### src/rtl/dmaseq_pkg.sv
package dmaseq_pkg;

  typedef enum logic [1:0] {
    ST_IDLE  = 2'd0,
    ST_FETCH = 2'd1,
    ST_EXEC  = 2'd2,
    ST_DONE  = 2'd3
  } seq_state_e;

  // command word flag positions
  localparam int unsigned CMD_CHAIN_BIT = 0;
  localparam int unsigned CMD_DEC_BIT   = 1;
  localparam int unsigned CMD_IRQ_BIT   = 2;

  // descriptor word order
  localparam int unsigned DW_LINK = 0;
  localparam int unsigned DW_CMD  = 1;
  localparam int unsigned DW_BUF  = 2;
  localparam int unsigned DESC_WORDS = 3;

  // register select codes
  localparam logic [1:0] RA_NEXT = 2'd0;
  localparam logic [1:0] RA_SEMA = 2'd1;
  localparam logic [1:0] RA_CUR  = 2'd2;

  typedef struct packed {
    logic chain;
    logic dec;
    logic irq;
  } cmd_flags_t;

endpackage

### src/rtl/dmaseq_sema.sv
module dmaseq_sema #(
  parameter int unsigned SEMA_W = 8
) (
  input  logic              clk_i,
  input  logic              rst_ni,
  input  logic              add_en_i,
  input  logic [SEMA_W-1:0] add_val_i,
  input  logic              dec_en_i,
  output logic [SEMA_W-1:0] count_o,
  output logic [SEMA_W-1:0] count_nxt_o
);

  localparam int unsigned SUM_W = SEMA_W + 1;
  localparam logic [SUM_W-1:0] CAP = {1'b0, {SEMA_W{1'b1}}};

  logic [SEMA_W-1:0] count_q, count_d;
  logic [SUM_W-1:0]  sum;
  logic              upd;

  always_comb begin
    sum = {1'b0, count_q};
    if (add_en_i) begin
      sum = sum + {1'b0, add_val_i};
    end
    // a decrement against an empty count is dropped
    if (dec_en_i && (count_q != '0)) begin
      sum = sum - SUM_W'(1);
    end
    if (sum > CAP) begin
      count_d = {SEMA_W{1'b1}};
    end else begin
      count_d = sum[SEMA_W-1:0];
    end
    upd = add_en_i | dec_en_i;
  end

  always_ff @(posedge clk_i or negedge rst_ni) begin
    if (!rst_ni) begin
      count_q <= '0;
    end else if (upd) begin
      count_q <= count_d;
    end
  end

  assign count_o     = count_q;
  assign count_nxt_o = count_d;

endmodule

### src/rtl/dmaseq_fetch.sv
module dmaseq_fetch #(
  parameter int unsigned ADDR_W = 32,
  parameter int unsigned DATA_W = 32,
  parameter int unsigned WORDS  = 3
) (
  input  logic                          clk_i,
  input  logic                          rst_ni,
  input  logic                          start_i,
  input  logic [ADDR_W-1:0]             base_i,
  input  logic                          active_i,
  input  logic                          valid_i,
  input  logic [DATA_W-1:0]             rdata_i,
  output logic [ADDR_W-1:0]             addr_o,
  output logic [ADDR_W-1:0]             base_o,
  output logic                          last_o,
  output logic [WORDS-1:0][DATA_W-1:0]  words_o
);

  localparam int unsigned IDX_W      = (WORDS > 1) ? $clog2(WORDS) : 1;
  localparam int unsigned WORD_SHIFT = $clog2(DATA_W / 8);
  localparam logic [IDX_W-1:0] LAST_IDX = IDX_W'(WORDS - 1);

  logic [IDX_W-1:0]  idx_q, idx_d;
  logic [ADDR_W-1:0] base_q, base_d;
  logic              beat;

  assign beat   = active_i & valid_i;
  assign last_o = beat & (idx_q == LAST_IDX);

  always_comb begin
    idx_d  = idx_q;
    base_d = base_q;
    if (start_i) begin
      base_d = base_i;
      idx_d  = '0;
    end else if (beat) begin
      idx_d = (idx_q == LAST_IDX) ? '0 : idx_q + 1'b1;
    end
  end

  always_ff @(posedge clk_i or negedge rst_ni) begin
    if (!rst_ni) begin
      idx_q  <= '0;
      base_q <= '0;
    end else if (start_i | beat) begin
      idx_q  <= idx_d;
      base_q <= base_d;
    end
  end

  for (genvar w = 0; w < WORDS; w++) begin : g_word
    logic [DATA_W-1:0] word_q;
    logic              cap_en;
    assign cap_en = beat & (idx_q == IDX_W'(w));
    always_ff @(posedge clk_i or negedge rst_ni) begin
      if (!rst_ni) begin
        word_q <= '0;
      end else if (cap_en) begin
        word_q <= rdata_i;
      end
    end
    assign words_o[w] = word_q;
  end

  assign addr_o = base_q + (ADDR_W'(idx_q) << WORD_SHIFT);
  assign base_o = base_q;

endmodule

### src/rtl/dmaseq_ctrl.sv
module dmaseq_ctrl
  import dmaseq_pkg::*;
#(
  parameter int unsigned ADDR_W = 32,
  parameter int unsigned SEMA_W = 8
) (
  input  logic              clk_i,
  input  logic              rst_ni,
  input  logic [SEMA_W-1:0] sema_i,
  input  logic [SEMA_W-1:0] sema_nxt_i,
  input  logic              nxt_wr_i,
  input  logic [ADDR_W-1:0] nxt_wdata_i,
  input  logic              fetch_last_i,
  input  logic              xfer_ack_i,
  input  cmd_flags_t        flags_i,
  input  logic [ADDR_W-1:0] link_i,
  output seq_state_e        state_o,
  output logic              start_o,
  output logic [ADDR_W-1:0] base_o,
  output logic              dec_o,
  output logic              done_o,
  output logic              irq_o,
  output logic [ADDR_W-1:0] nxt_o,
  output logic              halted_o
);

  seq_state_e        state_q, state_d;
  logic [ADDR_W-1:0] nxt_q, nxt_d;
  logic              halted_q, halted_d;

  always_comb begin
    state_d  = state_q;
    nxt_d    = nxt_q;
    halted_d = halted_q;
    start_o  = 1'b0;
    base_o   = nxt_q;
    dec_o    = 1'b0;
    done_o   = 1'b0;
    irq_o    = 1'b0;

    if (nxt_wr_i) begin
      nxt_d    = nxt_wdata_i;
      halted_d = 1'b0;
    end

    unique case (state_q)
      ST_IDLE: begin
        if ((sema_i != '0) && !halted_q) begin
          start_o = 1'b1;
          base_o  = nxt_q;
          state_d = ST_FETCH;
        end
      end
      ST_FETCH: begin
        if (fetch_last_i) begin
          state_d = ST_EXEC;
        end
      end
      ST_EXEC: begin
        if (xfer_ack_i) begin
          state_d = ST_DONE;
        end
      end
      ST_DONE: begin
        done_o = 1'b1;
        irq_o  = flags_i.irq;
        dec_o  = flags_i.dec;
        if (flags_i.chain) begin
          nxt_d = link_i;
          if (sema_nxt_i != '0) begin
            start_o = 1'b1;
            base_o  = link_i;
            state_d = ST_FETCH;
          end else begin
            state_d = ST_IDLE;
          end
        end else begin
          halted_d = 1'b1;
          state_d  = ST_IDLE;
        end
      end
      default: state_d = ST_IDLE;
    endcase
  end

  always_ff @(posedge clk_i or negedge rst_ni) begin
    if (!rst_ni) begin
      state_q  <= ST_IDLE;
      nxt_q    <= '0;
      halted_q <= 1'b0;
    end else begin
      state_q  <= state_d;
      nxt_q    <= nxt_d;
      halted_q <= halted_d;
    end
  end

  assign state_o  = state_q;
  assign nxt_o    = nxt_q;
  assign halted_o = halted_q;

endmodule

### src/rtl/dmaseq_chan_top.sv
module dmaseq_chan_top
  import dmaseq_pkg::*;
#(
  parameter int unsigned ADDR_W = 32,
  parameter int unsigned DATA_W = 32,
  parameter int unsigned CNT_W  = 16,
  parameter int unsigned SEMA_W = 8
) (
  input  logic              clk_i,
  input  logic              rst_ni,
  input  logic              reg_wr_i,
  input  logic [1:0]        reg_addr_i,
  input  logic [DATA_W-1:0] reg_wdata_i,
  output logic [DATA_W-1:0] reg_rdata_o,
  output logic              dsc_req_o,
  output logic [ADDR_W-1:0] dsc_addr_o,
  input  logic              dsc_valid_i,
  input  logic [DATA_W-1:0] dsc_rdata_i,
  output logic              xfer_req_o,
  output logic [CNT_W-1:0]  xfer_count_o,
  output logic [ADDR_W-1:0] xfer_buf_o,
  input  logic              xfer_ack_i,
  output logic              cmd_done_o,
  output logic              cmd_irq_o,
  output logic              idle_o
);

  localparam int unsigned CNT_LSB = DATA_W - CNT_W;

  seq_state_e                    state;
  logic                          sema_wr, nxt_wr;
  logic [SEMA_W-1:0]             sema_cnt, sema_nxt;
  logic                          fetch_start, fetch_last;
  logic [ADDR_W-1:0]             fetch_base, cur_addr, nxt_addr;
  logic [DESC_WORDS-1:0][DATA_W-1:0] dwords;
  cmd_flags_t                    flags;
  logic                          seq_dec, seq_halted;
  logic                          unused_bits;

  assign sema_wr = reg_wr_i & (reg_addr_i == RA_SEMA);
  assign nxt_wr  = reg_wr_i & (reg_addr_i == RA_NEXT);

  assign flags.chain = dwords[DW_CMD][CMD_CHAIN_BIT];
  assign flags.dec   = dwords[DW_CMD][CMD_DEC_BIT];
  assign flags.irq   = dwords[DW_CMD][CMD_IRQ_BIT];

  dmaseq_sema #(
    .SEMA_W(SEMA_W)
  ) sema_i (
    .clk_i      (clk_i),
    .rst_ni     (rst_ni),
    .add_en_i   (sema_wr),
    .add_val_i  (reg_wdata_i[SEMA_W-1:0]),
    .dec_en_i   (seq_dec),
    .count_o    (sema_cnt),
    .count_nxt_o(sema_nxt)
  );

  dmaseq_fetch #(
    .ADDR_W(ADDR_W),
    .DATA_W(DATA_W),
    .WORDS (DESC_WORDS)
  ) fetch_i (
    .clk_i   (clk_i),
    .rst_ni  (rst_ni),
    .start_i (fetch_start),
    .base_i  (fetch_base),
    .active_i(dsc_req_o),
    .valid_i (dsc_valid_i),
    .rdata_i (dsc_rdata_i),
    .addr_o  (dsc_addr_o),
    .base_o  (cur_addr),
    .last_o  (fetch_last),
    .words_o (dwords)
  );

  dmaseq_ctrl #(
    .ADDR_W(ADDR_W),
    .SEMA_W(SEMA_W)
  ) ctrl_i (
    .clk_i       (clk_i),
    .rst_ni      (rst_ni),
    .sema_i      (sema_cnt),
    .sema_nxt_i  (sema_nxt),
    .nxt_wr_i    (nxt_wr),
    .nxt_wdata_i (reg_wdata_i[ADDR_W-1:0]),
    .fetch_last_i(fetch_last),
    .xfer_ack_i  (xfer_ack_i),
    .flags_i     (flags),
    .link_i      (dwords[DW_LINK][ADDR_W-1:0]),
    .state_o     (state),
    .start_o     (fetch_start),
    .base_o      (fetch_base),
    .dec_o       (seq_dec),
    .done_o      (cmd_done_o),
    .irq_o       (cmd_irq_o),
    .nxt_o       (nxt_addr),
    .halted_o    (seq_halted)
  );

  assign dsc_req_o    = (state == ST_FETCH);
  assign xfer_req_o   = (state == ST_EXEC);
  assign idle_o       = (state == ST_IDLE);
  assign xfer_count_o = dwords[DW_CMD][CNT_LSB +: CNT_W];
  assign xfer_buf_o   = dwords[DW_BUF][ADDR_W-1:0];

  always_comb begin
    reg_rdata_o = '0;
    unique case (reg_addr_i)
      RA_NEXT: reg_rdata_o[ADDR_W-1:0] = nxt_addr;
      RA_SEMA: reg_rdata_o[SEMA_W-1:0] = sema_cnt;
      RA_CUR:  reg_rdata_o[ADDR_W-1:0] = cur_addr;
      default: reg_rdata_o = '0;
    endcase
  end

  assign unused_bits = ^{dwords[DW_CMD][CNT_LSB-1:CMD_IRQ_BIT+1], dwords, reg_wdata_i};

endmodule

### config.mk
export PLATFORM = sky130hd
export DESIGN_NAME = dmaseq_chan_top
export DESIGN_NICKNAME = d
export VERILOG_FILES = /design/src/rtl/dmaseq_pkg.sv /design/src/rtl/dmaseq_sema.sv /design/src/rtl/dmaseq_fetch.sv /design/src/rtl/dmaseq_ctrl.sv /design/src/rtl/dmaseq_chan_top.sv
export SDC_FILE = /design/constraint.sdc
export NUM_CORES = 1
export LEC_CHECK = 0
export BUFFER_PORTS_ARGS = -buffer_cell sky130_fd_sc_hd__buf_4
export CAP_MARGIN = 20
export CORE_ASPECT_RATIO = 1.2
export CORE_MARGIN = 2
export CORE_UTILIZATION = 36
export CTS_BUF_LIST = sky130_fd_sc_hd__clkbuf_4
export CTS_CLUSTER_DIAMETER = 120
export CTS_CLUSTER_SIZE = 25
export DETAILED_ROUTE_END_ITERATION = 6
export PLACE_DENSITY = 0.62
export SETUP_SLACK_MARGIN = 0.15
export SLEW_MARGIN = 25
export SYNTH_ARGS = -nofsm -noshare
export SYNTH_HDL_FRONTEND = slang
export SYNTH_SLANG_ARGS = --single-unit
### constraint.sdc
create_clock -name clk_i -period 5.8 [get_ports clk_i]
set_input_delay 1.16 -clock clk_i [delete_from_list [all_inputs] [get_ports clk_i]]
set_output_delay 1.16 -clock clk_i [all_outputs]
set_load 0.02 [all_outputs]
Word-level counts from Yosys, hierarchy flattened
Cells that the tools add are included.
{ "op_classes": {"addsub": 4, "order_cmp": 1, "eq_ne": 10, "mux": 30, "bitwise_logic": 8, "n_reduce_logical": 12} }
{ "ops": {"columns": ["op", "n"], "rows": [
  ["$mux 32", 6],
  ["$pmux 24 s2", 1],
  ["$add 32x4->32", 1],
  ["$pmux 8 s3", 1],
  ["$mux 9", 2],
  ["$reduce_bool 8->1", 2],
  ["$mux 2", 6],
  ["$mux 1", 11],
  ["$add 8x8->9", 1],
  ["$gt 9x8->1 const B", 1],
  ["$sub 9x1->9 const B", 1],
  ["$eq 2x2->1 const B", 4],
  ["$mux 8", 1],
  ["$pmux 2 s4", 1],
  ["$and 1x1->1", 6],
  ["$eq 2x1->1 const B", 3],
  ["$logic_not 2->1", 3],
  ["$ne 2x1->1 const B", 3],
  ["$reduce_and 2->1", 2],
  ["$reduce_and 3->1", 1],
  ["$add 2x1->2 const B", 1],
  ["$logic_and 1x1->1", 2],
  ["$or 1x1->1", 2],
  ["$pmux 1 s2", 1],
  ["2 further kinds", 2]
]} }
{ "word_totals": {"reg_bits": 173, "in_bits": 71, "output_inout_bits": 117, "elab_cells": 74} }

Longest topological paths before layout
{ "logic_depth": {"depth_word": 13, "mapped_depth": 15, "depth_no_buf": 11} }

By module
From an unflattened synthesis, not the netlist that was laid out.
{ "unflattened": {"hier_cells": 836, "area_unflattened_um2": 9228.9} }
{ "by_module_without_submodules": {"columns": ["mod", "n_inst", "cells_per_inst", "area_per_inst_um2"], "rows": [
  ["dmaseq_fetch", 1, 435, 5477.8],
  ["dmaseq_ctrl", 1, 208, 2154.6],
  ["dmaseq_sema", 1, 114, 1002.2],
  ["dmaseq_chan_top", 1, 79, 594.3]
]} }

Worst setup path after synthesis
No wires, ideal clock.
{ "synth_timing": {"kind": "input to register", "from": "in reg_wdata_i[0]", "to": "reg fetch_i.base_q[10] (netlist: fetch_i.base_o[10])", "t_arrival_ns": 4.063, "required_ns": 5.689, "setup_slack_ns": 1.626, "path_stages": 13, "path_cell_list": "ha_1 -> fa_1 -> a211oi_2 -> nor2_1 -> o311a_4 -> o31ai_4 -> nor3_4 -> mux2i_1 -> or2_1 -> a221o_1 -> buf_6 -> buf_6 -> a222oi_1"} }
{ "synth_between": {"elab_chain_len": 12, "word_cells_on_any_way": 15, "cone_classes": "2 x add/sub; 1 x order compare; 9 x mux; 1 x bitwise; 2 x reduce/logical"} }
{ "synth_rtl": {"columns": ["element", "line", "text"], "rows": [
  ["start: declaration", "dmaseq_chan_top.sv:13", "input logic [DATA_W-1:0] reg_wdata_i,"],
  ["$add 8x8->9 *", "dmaseq_sema.sv:23", "sum = sum + {1'b0, add_val_i};"],
  ["$mux 9 *", "dmaseq_sema.sv:22", "if (add_en_i) begin"],
  ["$sub 9x1->9", "dmaseq_sema.sv:27", "sum = sum - SUM_W'(1);"],
  ["$mux 9 *", "dmaseq_sema.sv:26", "if (dec_en_i && (count_q != '0)) begin"],
  ["$gt 9x8->1", "dmaseq_sema.sv:29", "if (sum > CAP) begin"],
  ["$mux 8 *", "dmaseq_sema.sv:29", null],
  ["$reduce_bool 8->1 *", "dmaseq_ctrl.sv:70", "if (sema_nxt_i != '0) begin"],
  ["$mux 1", "dmaseq_ctrl.sv:70", null],
  ["$mux 1", "dmaseq_ctrl.sv:68", "if (flags_i.chain) begin"],
  ["$pmux 1 s2", "dmaseq_ctrl.sv:46", "unique case (state_q)"],
  ["$or 1x1->1", "dmaseq_fetch.sv:45", "end else if (start_i | beat) begin"],
  ["$reduce_and 2->1 (no source line)", null, null],
  ["end signal: assignment", "dmaseq_fetch.sv:47", "base_q <= base_d;"],
  ["end: declaration", "dmaseq_fetch.sv:24", "logic [ADDR_W-1:0] base_q, base_d;"]
]} }
Mark *: on every way between the ends. The rest lies on a longest branch, timed or not.
A chain may end at the register's enable or synchronous reset.

Final worst setup path
{ "layout_timing": {"from": "reg fetch_i.idx_q[0]", "to": "out dsc_addr_o[28]"} }
{ "layout_between": {"elab_chain_len": 1} }
{ "layout_rtl": {"columns": ["element", "line", "text"], "rows": [
  ["start: declaration", "dmaseq_fetch.sv:23", "logic [IDX_W-1:0] idx_q, idx_d;"],
  ["start signal: assignment", "dmaseq_fetch.sv:46", "idx_q <= idx_d;"],
  ["$add 32x4->32", "dmaseq_fetch.sv:65", "assign addr_o = base_q + (ADDR_W'(idx_q) << WORD_SHIFT);"],
  ["end: declaration", "dmaseq_chan_top.sv:16", "output logic [ADDR_W-1:0] dsc_addr_o,"]
]} }
Every way passes these cells.

==> impl_metrics.ini <==
[synth]
synth-edff-count = 0
synth_top_cell_by_area = dfrtp_1
syn-cell-area_sq_um = 8380
synth_top_area_share_pct = 47.8
seq_area_frac_synth_pct = 47.8
netlist_instances = 841
synth_most_common_cell = dfrtp_1
synth_commonest_cells = dfrtp_1, inv_1, nor2_1
ys_top_cells_by_area = dfrtp_1, mux2_2, inv_1, mux2i_1, a222oi_1
yosysWarnings = 0
yosys_register_bits = 160
ys_types = 58
syn-num-nets = 929
postSynthAreaPerCell_sq_um = 9.96
ys_async_sr_fraction_pct = 100
ys.flop_type = dfrtp_1

[sta]
timing.fmax_ghz = 0.207
grt_setup_unrepaired = false
slew-limit-headroom_pct = 39.9
worst_slew_pin_slew_ns = 0.902
setup_violations = 0
finalSetupTns_ns = 0
skew_ns = 0.0237
finalHoldViolations = 0
period_share_pct = 83.1
drv_slew = 0
period_minus_slack_ns = 4.82

[setup_path]
slowest_stage = dfrtp_1
path_cells = ha_1 > inv_1 > fa_1 > nor4_1 > buf_4 > nand2_1 > nor2_1 > inv_1 > nor2_1 > nand3_1 > xnor2_1 > buf_4
start_kind = register
worst_setup_path_end_kind = output port
worst_ep_required_time_ns = 4.64
path_class = register to output port
slowest_delay_ns = 0.45
path_max_fanout = 5
worstPathArrival_ns = 3.66

[placement]
post_dp_cell_area_sq_um = 10100
dp_hpwl_um = 17000
gp_congestion = 0.874
portBuffers = 187
dpl.cell_count = 1305

[floorplan]
die_x_um = 143
rows = 61
ios = 188
die_area_sq_um = 24500
initial_core_util_pct = 36.4
core_sq_um = 23000
die_h_um = 171

[clocking]
cts_tree = yes
clk_pin_slew_ns = 0.13
clk_latency_ns = 0.58
cts_sinks = 160
root_buffer = clkbuf_4
cts_setup_buffers = 0
ctsResizeCount = 0
hold_buffers = 0
clockBufferDepth = 2
cts_made_buffers = 17
htreeDepth = 4

[final_layout]
utilization_pct = 45.3
layout-area-overhead-vs-synth_pct = 24.7
final-instance-count-excl-fill = 1338
fin_area_sq_um = 10500
nets = 1097
drive_above_1_share_pct = 29.7
fillers = 2294

[pwr]
p_seq_share_pct = 33.4
finalPower_w = 0.00605
p_comb_share_pct = 52.4
pwr-share-clk_pct = 14.2
irDropWorstVdd_mv = 0.284
p_switching_w = 0.00259
power_switching_share_pct = 42.8
p_int_w = 0.00346
leakage_nw = 5.00
power_density_nw_per_um2 = 579

[routing]
ant_nets = 0
drtIter0Drc = 541
drcViolationCount = 0
num_vias = 6772
via_per_inst = 5.06
routed_wl_um = 23400
wl_per_cell_um = 17.5
drt_pass1_iterations = 6

[worst_hold_path]
worstHoldPathType = register to register

[global_routing]
grt_overflow = 0
grt_use_total_pct = 19.4
grt_pass1_vias = 6610
grtUsageMet2_pct = 31.7
met1_usage_pct = 25.0
grt_max_degree = 114
grt_util_met3_pct = 3.83
grt.busiest_layer = met2
grt_pass1_wl_um = 36500
antenna_found_initial = 1

[run]
max_cap_viol_count = 0

[outcome]
outcome = completed
## cell type report
| class | count | area, sq um | area share [%] |
|---|---|---|---|
| timing repair buffer | 199 | 1510 | 14.5 |
| tap | 315 | 394 | 3.77 |
| multi-input combinational | 525 | 3770 | 36.0 |
| inverter | 106 | 398 | 3.81 |
| clock buffer | 19 | 143 | 1.36 |
| clock inverter | 13 | 231 | 2.21 |
| antenna | 1 | 2.50 | 0.0239 |
| sequential | 160 | 4000 | 38.3 |
## through the flow
stage | worst slack, ns | hold WS (ns)
final | 0.980 | 0.522
after global routing | 0.666 | 0.533
after CTS | 0.897 | 0.527
after detailed placement | 0.896 | 0.494
after global placement | 1.02 | 0.485
after floorplan | 1.63 | 0.471
## flip-flops by register name, indices dropped and copies added (netlist names)
register               count
sema_i.count_o             8
ctrl_i.halted_o            1
fetch_i.idx_q              2
ctrl_i.nxt_o              32
ctrl_i.state_o             2
fetch_i.base_o            32
fetch_i.g_word.word_q     83
## path summary, 6_finish.rpt
kind                       cells after the start                                        to                                startpoint  slack [ns]
min in group asynchronous                      1             sema_i.count_o[1]$_DFFE_PN0P_                                    rst_ni        0.61
max in group asynchronous                      2  fetch_i.g_word[1].word_q[26]$_DFFE_PN0P_                                    rst_ni        4.04
setup / recovery                              12                            dsc_addr_o[28]              fetch_i.idx_q[0]$_DFFE_PN0P_        0.98
hold reg to reg                                1  fetch_i.g_word[2].word_q[17]$_DFFE_PN0P_  fetch_i.g_word[2].word_q[17]$_DFFE_PN0P_        0.52
setup reg to reg                              12             fetch_i.base_o[3]$_DFFE_PN0P_             sema_i.count_o[0]$_DFFE_PN0P_        1.80
hold / removal                                 1  fetch_i.g_word[2].word_q[17]$_DFFE_PN0P_  fetch_i.g_word[2].word_q[17]$_DFFE_PN0P_        0.52
## cell families (layout without fill, tap and decap cells)
family	after synthesis	count (layout)	synth area share, %
compound gates	176	176	15.3
xor+xnor	36	36	3.76
fa+ha+maj	17	17	2.72
buf+inv	156	337	7.67
flops	160	160	47.8
mux	89	89	11.5
other cells	0	1	0
simple gates	207	207	11.3
## worst max-delay path: cells and delay by family, from the launching register on
family	cells	cell delay [ns]
XOR/XNOR	1	0.28
adder cells (fa/ha/maj)	2	0.62
buffers and inverters	4	0.55
flip-flops	1	0.45
AND/OR/NAND/NOR	5	1.18
## placed cells by master, fill, tap and decap left out, drive strengths merged, types with 2 or more instances in the layout
master  Yosys  routed
o21ai      45      45
fa          2       2
nor2       75      75
o21a        3       3
nor2b       2       2
a211oi     36      36
or2         3       3
nand2      66      66
inv       106     108
nor3       10      10
and2        6       6
o31ai       5       5
bufinv      0       6
mux2i      36      36
or3         2       2
xor2        2       2
nor3b       7       7
nand4       5       5
clkinv      0       4
a222oi     32      32
o211ai      3       3
ha         15      15
o22ai       2       2
nand3      19      19
dfrtp     160     160
a31oi       4       4
buf        13     199
mux2       53      53
nand2b      2       2
a21oi      36      36
clkbuf     37      19
xnor2      34      34
and3        2       2
nor4        4       4
a21o        2       2
## power by group through the flow
stage               Clock [W]  Sequential [W]  Combinational [W]
global placement            0         0.00203            0.00314
global route         0.000928         0.00209            0.00346
finish               0.000860         0.00202            0.00317
CTS                  0.000886         0.00202            0.00319
floorplan                   0         0.00215            0.00190
detailed placement          0         0.00204            0.00318
## per-layer routing
layer  up-vias  part of all wire [%]
met5         -                     0
met4         0                   3.6
met3        43                   5.2
met2       200                    49
met1      3281                    43
li1       3248                     -
No activity file was read; power rests on OpenSTA's default activity.
